--- config.mk ---
export PLATFORM = sky130hd
export DESIGN_NAME = burst_read_responder
export DESIGN_NICKNAME = d
export VERILOG_FILES = /design/src/rtl/rsp_pkg.sv /design/src/rtl/rsp_select.sv /design/src/rtl/rsp_seq.sv /design/src/rtl/rsp_addr_ctr.sv /design/src/rtl/burst_read_responder.sv
export SDC_FILE = /design/constraint.sdc
export NUM_CORES = 1
export LEC_CHECK = 0
export BUFFER_PORTS_ARGS = -buffer_cell sky130_fd_sc_hd__buf_2
export CAP_MARGIN = 25
export CORE_AREA = 5 5 100 102
export CTS_BUF_LIST = sky130_fd_sc_hd__clkbuf_4 sky130_fd_sc_hd__clkbuf_8 sky130_fd_sc_hd__clkbuf_16
export CTS_CLUSTER_SIZE = 14
export DETAILED_ROUTE_END_ITERATION = 7
export DIE_AREA = 0 0 105 107
export PLACE_DENSITY = 0.69
export SYNTH_ARGS = -nofsm -noshare
export SYNTH_HDL_FRONTEND = slang
export SYNTH_HIERARCHICAL = 1
export SYNTH_SLANG_ARGS = --single-unit
--- constraint.sdc ---
create_clock -name clk -period 2.1 [get_ports clk]
set_input_delay 0.105 -clock clk [delete_from_list [all_inputs] [get_ports clk]]
set_output_delay 0.105 -clock clk [all_outputs]
set_load 0.05 [all_outputs]
--- src/rtl/rsp_pkg.sv ---
package rsp_pkg;
  typedef enum logic [2:0] {
    ST_IDLE,
    ST_TA1,
    ST_TA2,
    ST_PREP,
    ST_DATA,
    ST_TERM
  } rsp_state_t;

  localparam logic [1:0] OP_READ  = 2'b01;
  localparam int         ID_W     = 5;
  localparam logic [ID_W-1:0] ID_ALL = '1;
endpackage

--- src/rtl/rsp_select.sv ---
module rsp_select
  import rsp_pkg::*;
(
  input  logic            cmd_valid,
  input  logic [2:0]      cmd_op,
  input  logic [ID_W-1:0] id_field,
  input  logic [1:0]      arr_field,
  input  logic [ID_W-1:0] dev_id,
  input  logic            last_dev,
  output logic            cmd_hit,
  output logic            sel_hit,
  output logic            arr_sel
);
  logic id_match;

  assign cmd_hit  = cmd_valid && cmd_op[2] && (cmd_op[1:0] == OP_READ);
  assign id_match = (id_field == ID_ALL) ? last_dev : (id_field == dev_id);
  assign sel_hit  = id_match && !arr_field[1];
  assign arr_sel  = arr_field[0];
endmodule

--- src/rtl/rsp_seq.sv ---
module rsp_seq
  import rsp_pkg::*;
#(
  parameter int LEN_W = 8
) (
  input  logic             clk,
  input  logic             rst_n,
  input  logic             cmd_hit,
  input  logic             sel_hit,
  input  logic [LEN_W-1:0] burst_len,
  output rsp_state_t       state,
  output logic             sel_q,
  output logic             last_word
);
  logic [LEN_W-1:0] rem_q;

  function automatic logic [LEN_W-1:0] eff_len(input logic [LEN_W-1:0] l);
    return (l == '0) ? LEN_W'(1) : l;
  endfunction

  assign last_word = (state == ST_DATA) && (rem_q == LEN_W'(1));

  always_ff @(posedge clk or negedge rst_n) begin
    if (!rst_n) begin
      state <= ST_IDLE;
      sel_q <= 1'b0;
      rem_q <= '0;
    end else begin
      case (state)
        ST_IDLE: if (cmd_hit) begin
          state <= ST_TA1;
          sel_q <= sel_hit;
          rem_q <= eff_len(burst_len);
        end
        ST_TA1:  state <= ST_TA2;
        ST_TA2:  state <= ST_PREP;
        ST_PREP: state <= ST_DATA;
        ST_DATA: begin
          rem_q <= rem_q - LEN_W'(1);
          state <= (rem_q == LEN_W'(1)) ? ST_TERM : ST_PREP;
        end
        ST_TERM: state <= ST_IDLE;
        default: state <= ST_IDLE;
      endcase
    end
  end
endmodule

--- src/rtl/rsp_addr_ctr.sv ---
module rsp_addr_ctr #(
  parameter int ADDR_W = 15
) (
  input  logic              clk,
  input  logic              rst_n,
  input  logic              ld,
  input  logic [ADDR_W-1:0] ld_val,
  input  logic              inc,
  output logic [ADDR_W-1:0] addr
);
  function automatic logic [ADDR_W-1:0] step(input logic [ADDR_W-1:0] a);
    return a + ADDR_W'(1);
  endfunction

  always_ff @(posedge clk or negedge rst_n) begin
    if (!rst_n)   addr <= '0;
    else if (ld)  addr <= ld_val;
    else if (inc) addr <= step(addr);
  end
endmodule

--- src/rtl/burst_read_responder.sv ---
module burst_read_responder
  import rsp_pkg::*;
#(
  parameter int BUS_W  = 68,
  parameter int ADDR_W = 15,
  parameter int LEN_W  = 8
) (
  input  logic              clk,
  input  logic              rst_n,
  input  logic              cmd_valid,
  input  logic [2:0]        cmd_op,
  input  logic [BUS_W-1:0]  bus_in,
  input  logic [ID_W-1:0]   dev_id,
  input  logic              last_dev,
  input  logic [LEN_W-1:0]  burst_len,
  input  logic              addr_ld,
  input  logic [ADDR_W-1:0] addr_ld_val,
  output logic              mem_rd,
  output logic              mem_sel,
  output logic [ADDR_W-1:0] mem_addr,
  input  logic [BUS_W-1:0]  mem_rdata,
  output logic [BUS_W-1:0]  bus_out,
  output logic              bus_oe,
  output logic              ack_out,
  output logic              ack_oe,
  output logic              eot_out,
  output logic              eot_oe
);
  localparam int ID_LO  = 21;
  localparam int ARR_LO = 19;

  logic       cmd_hit, sel_hit, arr_sel, arr_q;
  logic       sel_q, last_word, idle, word_done;
  rsp_state_t state;
  logic       unused_bus;

  assign unused_bus = ^{bus_in[BUS_W-1:ID_LO+ID_W], bus_in[ARR_LO-1:0]};

  rsp_select u_sel (
    .cmd_valid (cmd_valid),
    .cmd_op    (cmd_op),
    .id_field  (bus_in[ID_LO +: ID_W]),
    .arr_field (bus_in[ARR_LO +: 2]),
    .dev_id    (dev_id),
    .last_dev  (last_dev),
    .cmd_hit   (cmd_hit),
    .sel_hit   (sel_hit),
    .arr_sel   (arr_sel)
  );

  rsp_seq #(.LEN_W(LEN_W)) u_seq (
    .clk       (clk),
    .rst_n     (rst_n),
    .cmd_hit   (cmd_hit),
    .sel_hit   (sel_hit),
    .burst_len (burst_len),
    .state     (state),
    .sel_q     (sel_q),
    .last_word (last_word)
  );

  assign idle      = (state == ST_IDLE);
  assign word_done = (state == ST_DATA);

  always_ff @(posedge clk or negedge rst_n) begin
    if (!rst_n)                arr_q <= 1'b0;
    else if (idle && cmd_hit)  arr_q <= arr_sel;
  end

  rsp_addr_ctr #(.ADDR_W(ADDR_W)) u_addr (
    .clk    (clk),
    .rst_n  (rst_n),
    .ld     (addr_ld),
    .ld_val (addr_ld_val),
    .inc    (word_done && sel_q),
    .addr   (mem_addr)
  );

  assign mem_rd  = sel_q && (state == ST_PREP);
  assign mem_sel = arr_q;
  assign bus_oe  = sel_q && (state == ST_PREP || state == ST_DATA);
  assign ack_oe  = sel_q && (state == ST_PREP || state == ST_DATA || state == ST_TERM);
  assign eot_oe  = ack_oe;
  assign ack_out = sel_q && word_done;
  assign eot_out = sel_q && last_word;
  assign bus_out = (sel_q && word_done) ? mem_rdata : '0;
endmodule

# Word level (Yosys, flattened, before mapping)
# Index checks and enable logic that the tools add are counted.
[classes]
mux = 10
reduce_logical = 19
n_addsub = 2
eq_ne = 10
[op_table]
columns = ["op", "n"]
rows = [
  ["68-bit 2-to-1 mux", 1],
  ["15-bit 2-to-1 mux", 2],
  ["8-bit 2-to-1 mux", 2],
  ["8-bit one-hot mux with 2 select lines", 1],
  ["15-bit by 1-bit adder with 15-bit output, second input constant", 1],
  ["3-bit one-hot mux with 5 select lines", 1],
  ["1-bit logical AND", 10],
  ["8-bit by 1-bit == test with 1-bit output, second input constant", 1],
  ["8-bit zero test", 1],
  ["8-bit by 1-bit subtractor with 8-bit output, second input constant", 1],
  ["3-bit by 2-bit == test with 1-bit output, second input constant", 2],
  ["3-bit == test, second input constant", 2],
  ["3-bit 2-to-1 mux", 2],
  ["5-bit == test", 1],
  ["5-bit == test, second input constant", 1],
  ["2-bit AND reduction", 2],
  ["2-bit nonzero test", 2],
  ["3-bit by 1-bit == test with 1-bit output, second input constant", 1],
  ["3-bit zero test", 1],
  ["2-bit by 1-bit == test with 1-bit output, second input constant", 1],
  ["1-bit logical OR", 2],
  ["2-bit != test, second input constant", 1],
  ["1-bit zero test", 1],
  ["1-bit 2-to-1 mux", 1],
]
[word_totals]
elab_cells = 46
regBits = 28
in_bits = 172
output_inout_bits = 90

# Longest topological paths before layout
# Gate-level depths: netlist of run 1.
[depth]
ltp_word = 4
ltp_mapped = 7
mapped_depth_nobuf = 5

# Cells and area by module
# Netlist of run 1, hierarchy kept.
[by_module_without_submodules]
columns = ["module", "seq_area_each_um2", "n_inst", "cells_per_inst", "area_each_um2"]
rows = [
  ["rsp_addr_ctr", 375.4, 1, 88, 862.1],
  ["rsp_seq", 300.3, 1, 73, 694.4],
  ["burst_read_responder", 25.0, 1, 87, 591.8],
  ["rsp_select", 0.0, 1, 12, 105.1],
]

# Worst setup path after synthesis of run 1
# OpenSTA, ideal clock, no wires.
[synth_path]
path_type = "register -> register"
start = "register u_seq.state[1]"
end = "register u_addr.addr[12]"
setup_ps = 125
required_time_ps = 1975
arrival_ps = 2123
slack_ps = -148
n_path_buf = 2
period_less_slack_ps = 2248
path_stages_with_launch = 8
cell_sequence = "dfrtp_1 > and4bb_4 > buf_2 > buf_4 > nand3_2 > nor4_2 > xor2_1 > mux2_2"
[synth_between]
elab_chain_len = 3
[synth_rtl]
columns = ["element", "line", "source"]
rows = [
  ["from (decl)", "rsp_seq.sv:11", "output rsp_state_t state,"],
  ["from (signal assigned)", "rsp_seq.sv:40", "state <= (rem_q == LEN_W'(1)) ? ST_TERM : ST_PREP;"],
  ["3-bit == test", "burst_read_responder.sv:63", "assign word_done = (state == ST_DATA);"],
  ["1-bit logical AND", "n/a", ""],
  ["net ack_out", "burst_read_responder.sv:24", "output logic ack_out,"],
  ["2-bit nonzero test (no source line)", "n/a", ""],
  ["to (signal assigned)", "rsp_addr_ctr.sv:17", "else if (ld) addr <= ld_val;"],
  ["to (signal assigned)", "rsp_addr_ctr.sv:18", "else if (inc) addr <= step(addr);"],
  ["to (decl)", "rsp_addr_ctr.sv:9", "output logic [ADDR_W-1:0] addr"],
]
# The timed path passes the listed nets, and every way through them passes these cells.
# A chain may end at the register's enable or synchronous reset.

# Worst setup path in the final report of run 1
[layout_path]
start = "register u_seq.rem_q[4]"
end = "output eot_out"
[layout_between]
elab_chain_len = 3
[layout_rtl]
columns = ["element", "line", "source"]
rows = [
  ["from (decl)", "rsp_seq.sv:15", "logic [LEN_W-1:0] rem_q;"],
  ["from (signal assigned)", "rsp_seq.sv:33", "rem_q <= eff_len(burst_len);"],
  ["from (signal assigned)", "rsp_seq.sv:39", "rem_q <= rem_q - LEN_W'(1);"],
  ["8-bit by 1-bit == test with 1-bit output", "rsp_seq.sv:21", "assign last_word = (state == ST_DATA) && (rem_q == LEN_W'(1));"],
  ["1-bit logical AND", "rsp_seq.sv:21", ""],
  ["net last_word", "burst_read_responder.sv:33", "logic sel_q, last_word, idle, word_done;"],
  ["1-bit logical AND", "burst_read_responder.sv:85", "assign eot_out = sel_q && last_word;"],
  ["to (decl)", "burst_read_responder.sv:26", "output logic eot_out,"],
]
# The timed path passes the listed nets, and every way through them passes these cells.

==> impl_metrics.env, run 1 <==
export IMPL_critPathMaxFanout=2
export IMPL_synth_top_family_by_area="simple AND/OR/NAND/NOR gates"
export IMPL_cts_tree="yes"
export IMPL_yosys_most_used_dff="dfrtp_1"
export IMPL_clkTransAtPathRegs_ps=100
export IMPL_timing_fmax_mhz=494
export IMPL_crit_slowest_cell="or4_4"
export IMPL_cts_root_buf="clkbuf_8"
export IMPL_synthCells=260
export IMPL_grt_pass1_vias=2671
export IMPL_slew_viol_final=0
export IMPL_synthAdderAreaFrac_pct=1.67
export IMPL_design_area_sq_um=3520
export IMPL_synth_edff_count=0
export IMPL_numCtsBuffers=3
export IMPL_synth_top_area_share_pct=31.1
export IMPL_rsz0062_at_grt="yes"
export IMPL_start_util_pct=25.0
export IMPL_dieArea_sq_um=11200
export IMPL_rrSetupSlack_ps=130
export IMPL_cp_end_kind="output pin"
export IMPL_yosysTopAreaCell="dfrtp_1"
export IMPL_dieHeight_um=107
export IMPL_period_share_pct=96.5
export IMPL_io_pins=262
export IMPL_htreeDepth=1
export IMPL_hold_class="in -> reg"
export IMPL_p_comb_share_pct=44.6
export IMPL_max_cap_viol_count=0
export IMPL_synth_top_cells_by_area="dfrtp_1 (31%), and2_1 (20%), xnor2_1 (5.4%)"
export IMPL_p_per_area_nw_per_um2=598
export IMPL_p_int_mw=1.26
export IMPL_slew_headroom_pct=56.2
export IMPL_yosysWarnings=6
export IMPL_netlist_area_sq_um=2250
export IMPL_clock_sinks=28
export IMPL_post_route_util_pct=39.0
export IMPL_fin_tns_setup_ps=0
export IMPL_post_route_min_period_ps=2030
export IMPL_crit_top_cell="and2_4"
export IMPL_core_rowCount=35
export IMPL_place_area_sq_um=3340
export IMPL_seqPwrFrac_pct=39.1
export IMPL_hold_viol=0
export IMPL_synth_area_per_cell_sq_um=8.67
export IMPL_dp_hpwl_um=8050
export IMPL_synth_mux_area_share_pct=1.94
export IMPL_synthArstFlopShare_pct=100
export IMPL_ys_seq_elements=28
export IMPL_syn_to_final_growth_pct=56.0
export IMPL_worstSetupStartpointType="flip-flop"
export IMPL_synth_xor_area_share_pct=7.77
export IMPL_synth_compound_area_share_pct=9.99
export IMPL_critPathMaxStageDelay_ps=560
export IMPL_arrival_ps=1920
export IMPL_ir_drop_mv=0.405
export IMPL_status="complete, no violations"
export IMPL_grt_pass1_wl_um=14300
export IMPL_crit_path_cell_trace="or4_4 -> nor4b_4 -> and2_4 -> and2_4 -> buf_8"
export IMPL_setup_viol=0
export IMPL_ys_seq_area_share_pct=31.1
export IMPL_antenna_found_initial=4
export IMPL_finalWorstSetupSlack_ps=74.2
export IMPL_synth_nets=435
export IMPL_vias_per_cell=4.59
export IMPL_wl_per_cell_um=16.3
export IMPL_dp_cells=561
export IMPL_final_nets=640
export IMPL_gp_congestion=0.844
export IMPL_required_ps=2000
export IMPL_grt_overflow_total=0
export IMPL_clock_skew_ps=7.22
export IMPL_p_clk_share_pct=16.2
export IMPL_drive_gt1_share_pct=52.4
export IMPL_core_sq_um=9020
export IMPL_clock_latency_ps=280
export IMPL_grt_max_degree=50
export IMPL_cts_max_path_buffers=2
export IMPL_worst_pin_slew_ps=657
export IMPL_worst_setup_path_type="reg -> out"
export IMPL_drt_pass1_iterations=4
export IMPL_port_buffers=200
export IMPL_stdcell_count=576
export IMPL_die_w_um=105
export IMPL_place_ws_ps=173
export IMPL_p_leak_nw=1.89
export IMPL_hold_ws_ps=33.4
export IMPL_post_route_drc_count=0
export IMPL_p_sw_share_pct=40.0
export IMPL_p_total_mw=2.10
export IMPL_synth_simple_gate_area_share_pct=42.3
export IMPL_drt_initial_drc_count=83
export IMPL_wl_um=9390
export IMPL_p_sw_uw=842
export IMPL_num_vias=2642
export IMPL_ant_nets=0
export IMPL_ys_types=51
export IMPL_track_usage_pct=15.7
==> synth_stat cells, drive strengths merged (4+ instances only) <==
cell,instances
nor2,7
and2,71
xnor2,14
nor3b,4
o21ai,15
buf,10
nor4,7
xor2,6
a211oi,6
nand2,27
nand4,5
dfrtp,28
nor3,8
inv,4
nand3,8
clkbuf,7
==> cells in the final DEF, fill, tap and decap left out, types with 2 or more instances in the layout <==
cell type / count
a211oi_1: 6
a21oi_1: 3
and2_1: 69
and2_4: 2
buf_2: 199
buf_4: 15
clkbuf_8: 4
dfrtp_1: 28
ha_1: 3
inv_1: 4
mux2_2: 3
nand2_1: 27
nand3_1: 7
nand4_1: 4
nor2_1: 7
nor3_1: 8
nor3b_1: 2
nor4_2: 6
nor4b_1: 2
o211ai_1: 2
o21a_1: 2
o21ai_0: 9
o21ai_1: 5
xnor2_1: 14
xor2_1: 6
==> flip-flops by register name (all words and copies together), names as in the netlist <==
signal,cells
u_addr/addr,15
u_seq/rem_q,8
u_seq/sel_q,1
u_seq/state,3
mem_sel,1
==> routing by layer <==
metal	track usage, %	vias up	wire length (um)	share of wire (%)
li1	-	1298	-	-
met1	18.3	1224	3770	40
met2	27.7	106	4610	49
met3	6.02	8	940	10
met4	2.37	6	30	0.32
met5	0	-	34	0.36
==> power by group through the flow <==
stage          registers [mW]  logic (mW)  clock network [mW]
4_1_cts                 0.822       0.906               0.353
5_1_grt                 0.849        1.03               0.372
3_3_place_gp            0.821       0.826                   0
6_report                0.823       0.938               0.341
3_5_place_dp            0.831       0.853                   0
2_1_floorplan           0.953       0.437                   0
==> logic make-up after synthesis <==
family          count (synthesis)
compound gates                 35
mux                             4
simple gates                  149
fa+ha+maj                       3
buf+inv                        21
flops                          28
xor+xnor                       20
==> worst paths after layout <==
path	startpoint	to	cells past startpoint
hold / removal	addr_ld_val[7]	u_addr/addr[7]	3
setup / recovery	u_seq/rem_q[4]	eot_out	5
min in group asynchronous	rst_n	u_addr/addr[1]	2
setup reg to reg	u_seq/rem_q[4]	u_seq/state[1]	9
hold reg to reg	u_seq/rem_q[6]	u_seq/rem_q[6]	1
max in group asynchronous	rst_n	u_seq/sel_q	2
==> what timing repair did <==
action	CTS	global route
buffers inserted	9	1
pin swaps	1	2
endpoints found under the hold margin	28	0
cloned	0	0
endpoints found under the setup margin	1	4
gates resized for setup	4	5
hold buffers	1	0
==> critical path, delay by kind of cell (launching register included) <==
family	cells	cell delay [ps]
and+or+nand+nor	4	1120
DFF	1	390
buffers and inverters	1	140
==> cell type report <==
class                      instances  area (sq um)
antenna                            1          2.50
fill                             946          5510
timing repair buffer             217          1140
clock buffer                       4          55.1
sequential                        28           701
multi-input combinational        211          1460
tap                              111           139
inverter                           4          15.0
No activity file was read; power rests on OpenSTA's default activity.
==> run 2: changes to the inputs <==
==> constraint.sdc (replaced) <==
create_clock -name clk -period 2.1 [get_ports clk]
set_input_delay 0.525 -clock clk [delete_from_list [all_inputs] [get_ports clk]]
set_output_delay 0.525 -clock clk [all_outputs]
set_load 0.05 [all_outputs]
==> impl_metrics.env, run 2 (synthesis gave the netlist of run 1 again) <==
export IMPL_drt_pass1_iterations=6
export IMPL_vias_per_cell=4.78
export IMPL_critPathMaxFanout=2
export IMPL_required_ps=1570
export IMPL_critPathLaunch="u_seq/rem_q[3]"
export IMPL_design_area_sq_um=4760
export IMPL_clkTransAtPathRegs_ps=100
export IMPL_p_total_mw=2.17
export IMPL_grt_use_met1_pct=20.8
export IMPL_largest_register="u_addr/addr"
export IMPL_clock_skew_ps=7.35
export IMPL_r2r_end="u_addr/addr[5]"
export IMPL_hold_ws_ps=267
export IMPL_slew_headroom_pct=55.7
export IMPL_dp_hpwl_um=8180
export IMPL_gp_congestion=0.883
export IMPL_p_leak_nw=2.29
export IMPL_cts_max_path_buffers=2
export IMPL_cp_end_kind="output pin"
export IMPL_port_buffers=200
export IMPL_die_w_um=105
export IMPL_rsz0062_at_grt="yes"
export IMPL_cts_tree="yes"
export IMPL_dieArea_sq_um=11200
export IMPL_clock_latency_ps=270
export IMPL_final_nets=658
export IMPL_period_share_pct=118
export IMPL_status="complete, but fails checks"
export IMPL_final_cell_mix="buf_2 (128), and2_4 (70), buf_8 (66)"
export IMPL_io_pins=262
export IMPL_rr_worst_depth=10
export IMPL_post_route_min_period_ps=2480
export IMPL_worst_setup_path_type="reg -> out"
export IMPL_num_vias=2851
export IMPL_grt_max_degree=35
export IMPL_final_common_cell="buf_2"
export IMPL_ir_drop_mv=0.381
export IMPL_wl_um=11500
export IMPL_largest_registers="u_addr/addr: 15 flops, u_seq/rem_q: 8 flops, u_seq/state: 3 flops"
export IMPL_rr_startpoint="u_seq/state[1]"
export IMPL_setup_viol=60
export IMPL_arrival_ps=1950
export IMPL_track_usage_pct=18.2
export IMPL_core_rowCount=35
export IMPL_antenna_found_initial=5
export IMPL_ant_nets=0
export IMPL_start_util_pct=25.0
export IMPL_worstSetupStartpointType="flip-flop"
export IMPL_violations="setup timing"
export IMPL_finalWorstSetupSlack_ps=-378
export IMPL_fin_tns_setup_ps=-6260
export IMPL_grt_pass1_wl_um=16500
export IMPL_hold_viol=0
export IMPL_worst_pin_slew_ps=665
export IMPL_place_area_sq_um=3490
export IMPL_wl_per_cell_um=19.4
export IMPL_hold_class="in -> async"
export IMPL_core_sq_um=9020
export IMPL_timing_fmax_mhz=403
export IMPL_numCtsBuffers=3
export IMPL_drive_gt1_share_pct=68.5
export IMPL_dieHeight_um=107
export IMPL_cts_root_buf="clkbuf_8"
export IMPL_p_per_area_nw_per_um2=456
export IMPL_postCtsHoldBufs=0
export IMPL_grt_overflow_total=0
export IMPL_grt_pass1_vias=3004
export IMPL_use_met2_pct=33.4
export IMPL_clock_sinks=28
export IMPL_rrSetupSlack_ps=40
export IMPL_drt_initial_drc_count=125
export IMPL_use_met3_pct=5.84
export IMPL_busiest_layer="met2"
export IMPL_syn_to_final_growth_pct=111
export IMPL_post_route_util_pct=52.8
export IMPL_slew_viol_final=0
export IMPL_largest_reg_flops=15
export IMPL_post_route_drc_count=0
export IMPL_crit_end="eot_out"
export IMPL_max_cap_viol_count=0
export IMPL_htreeDepth=1
-- run 2: worst min-delay path by stage --
stage,from,to,slack [ps],cells after the start
after CTS,rst_n,u_addr/addr[0],300,1
after global placement,u_seq/rem_q[7],u_seq/rem_q[7],480,1
final,rst_n,u_addr/addr[0],270,1
after floorplan,rst_n,mem_sel,230,0
after global routing,rst_n,u_addr/addr[0],320,1
after detailed placement,u_seq/rem_q[7],u_seq/rem_q[7],510,1
-- run 2: repair_timing --
action / CTS / global route
cloned: 5 / 4
gates resized for setup: 204 / 86
pin swaps: 27 / 35
setup endpoints to repair: 69 / 77
buffers inserted: 13 / 6
-- run 2: cell type report --
cell class	count	area, sq um
tap	111	139
fill	784	4260
multi-input combinational	211	1660
inverter	4	15.0
antenna	3	7.51
clock buffer	4	55.1
sequential	28	701
timing repair buffer	235	2180
-- run 2: worst max-delay path, stage by stage (launching register included) --
cell and delay (ps):
dfrtp_1 390, or4_4 570, nor4b_4 260, and2_4 190, and2_4 130, buf_8 140
-- run 2: power by group --
group / internal [mW] / switching [mW]
clock: 0.168 / 0.172
sequential: 0.679 / 0.130
combinational: 0.453 / 0.570
-- run 2: stage by stage --
| step | setup slack (ps) | std cells |
|---|---|---|
| after floorplan | 6.84 | 260 |
| after global placement | -198 | 566 |
| after detailed placement | -252 | 566 |
| after CTS | -418 | 588 |
| after global routing | -471 | 596 |
| final | -378 | 596 |
-- run 2: per-layer routing --
layer	vias up	routed length [um]
met4	6	201
met1	1357	4410
met2	130	5990
met5	-	41
li1	1339	-
met3	19	891
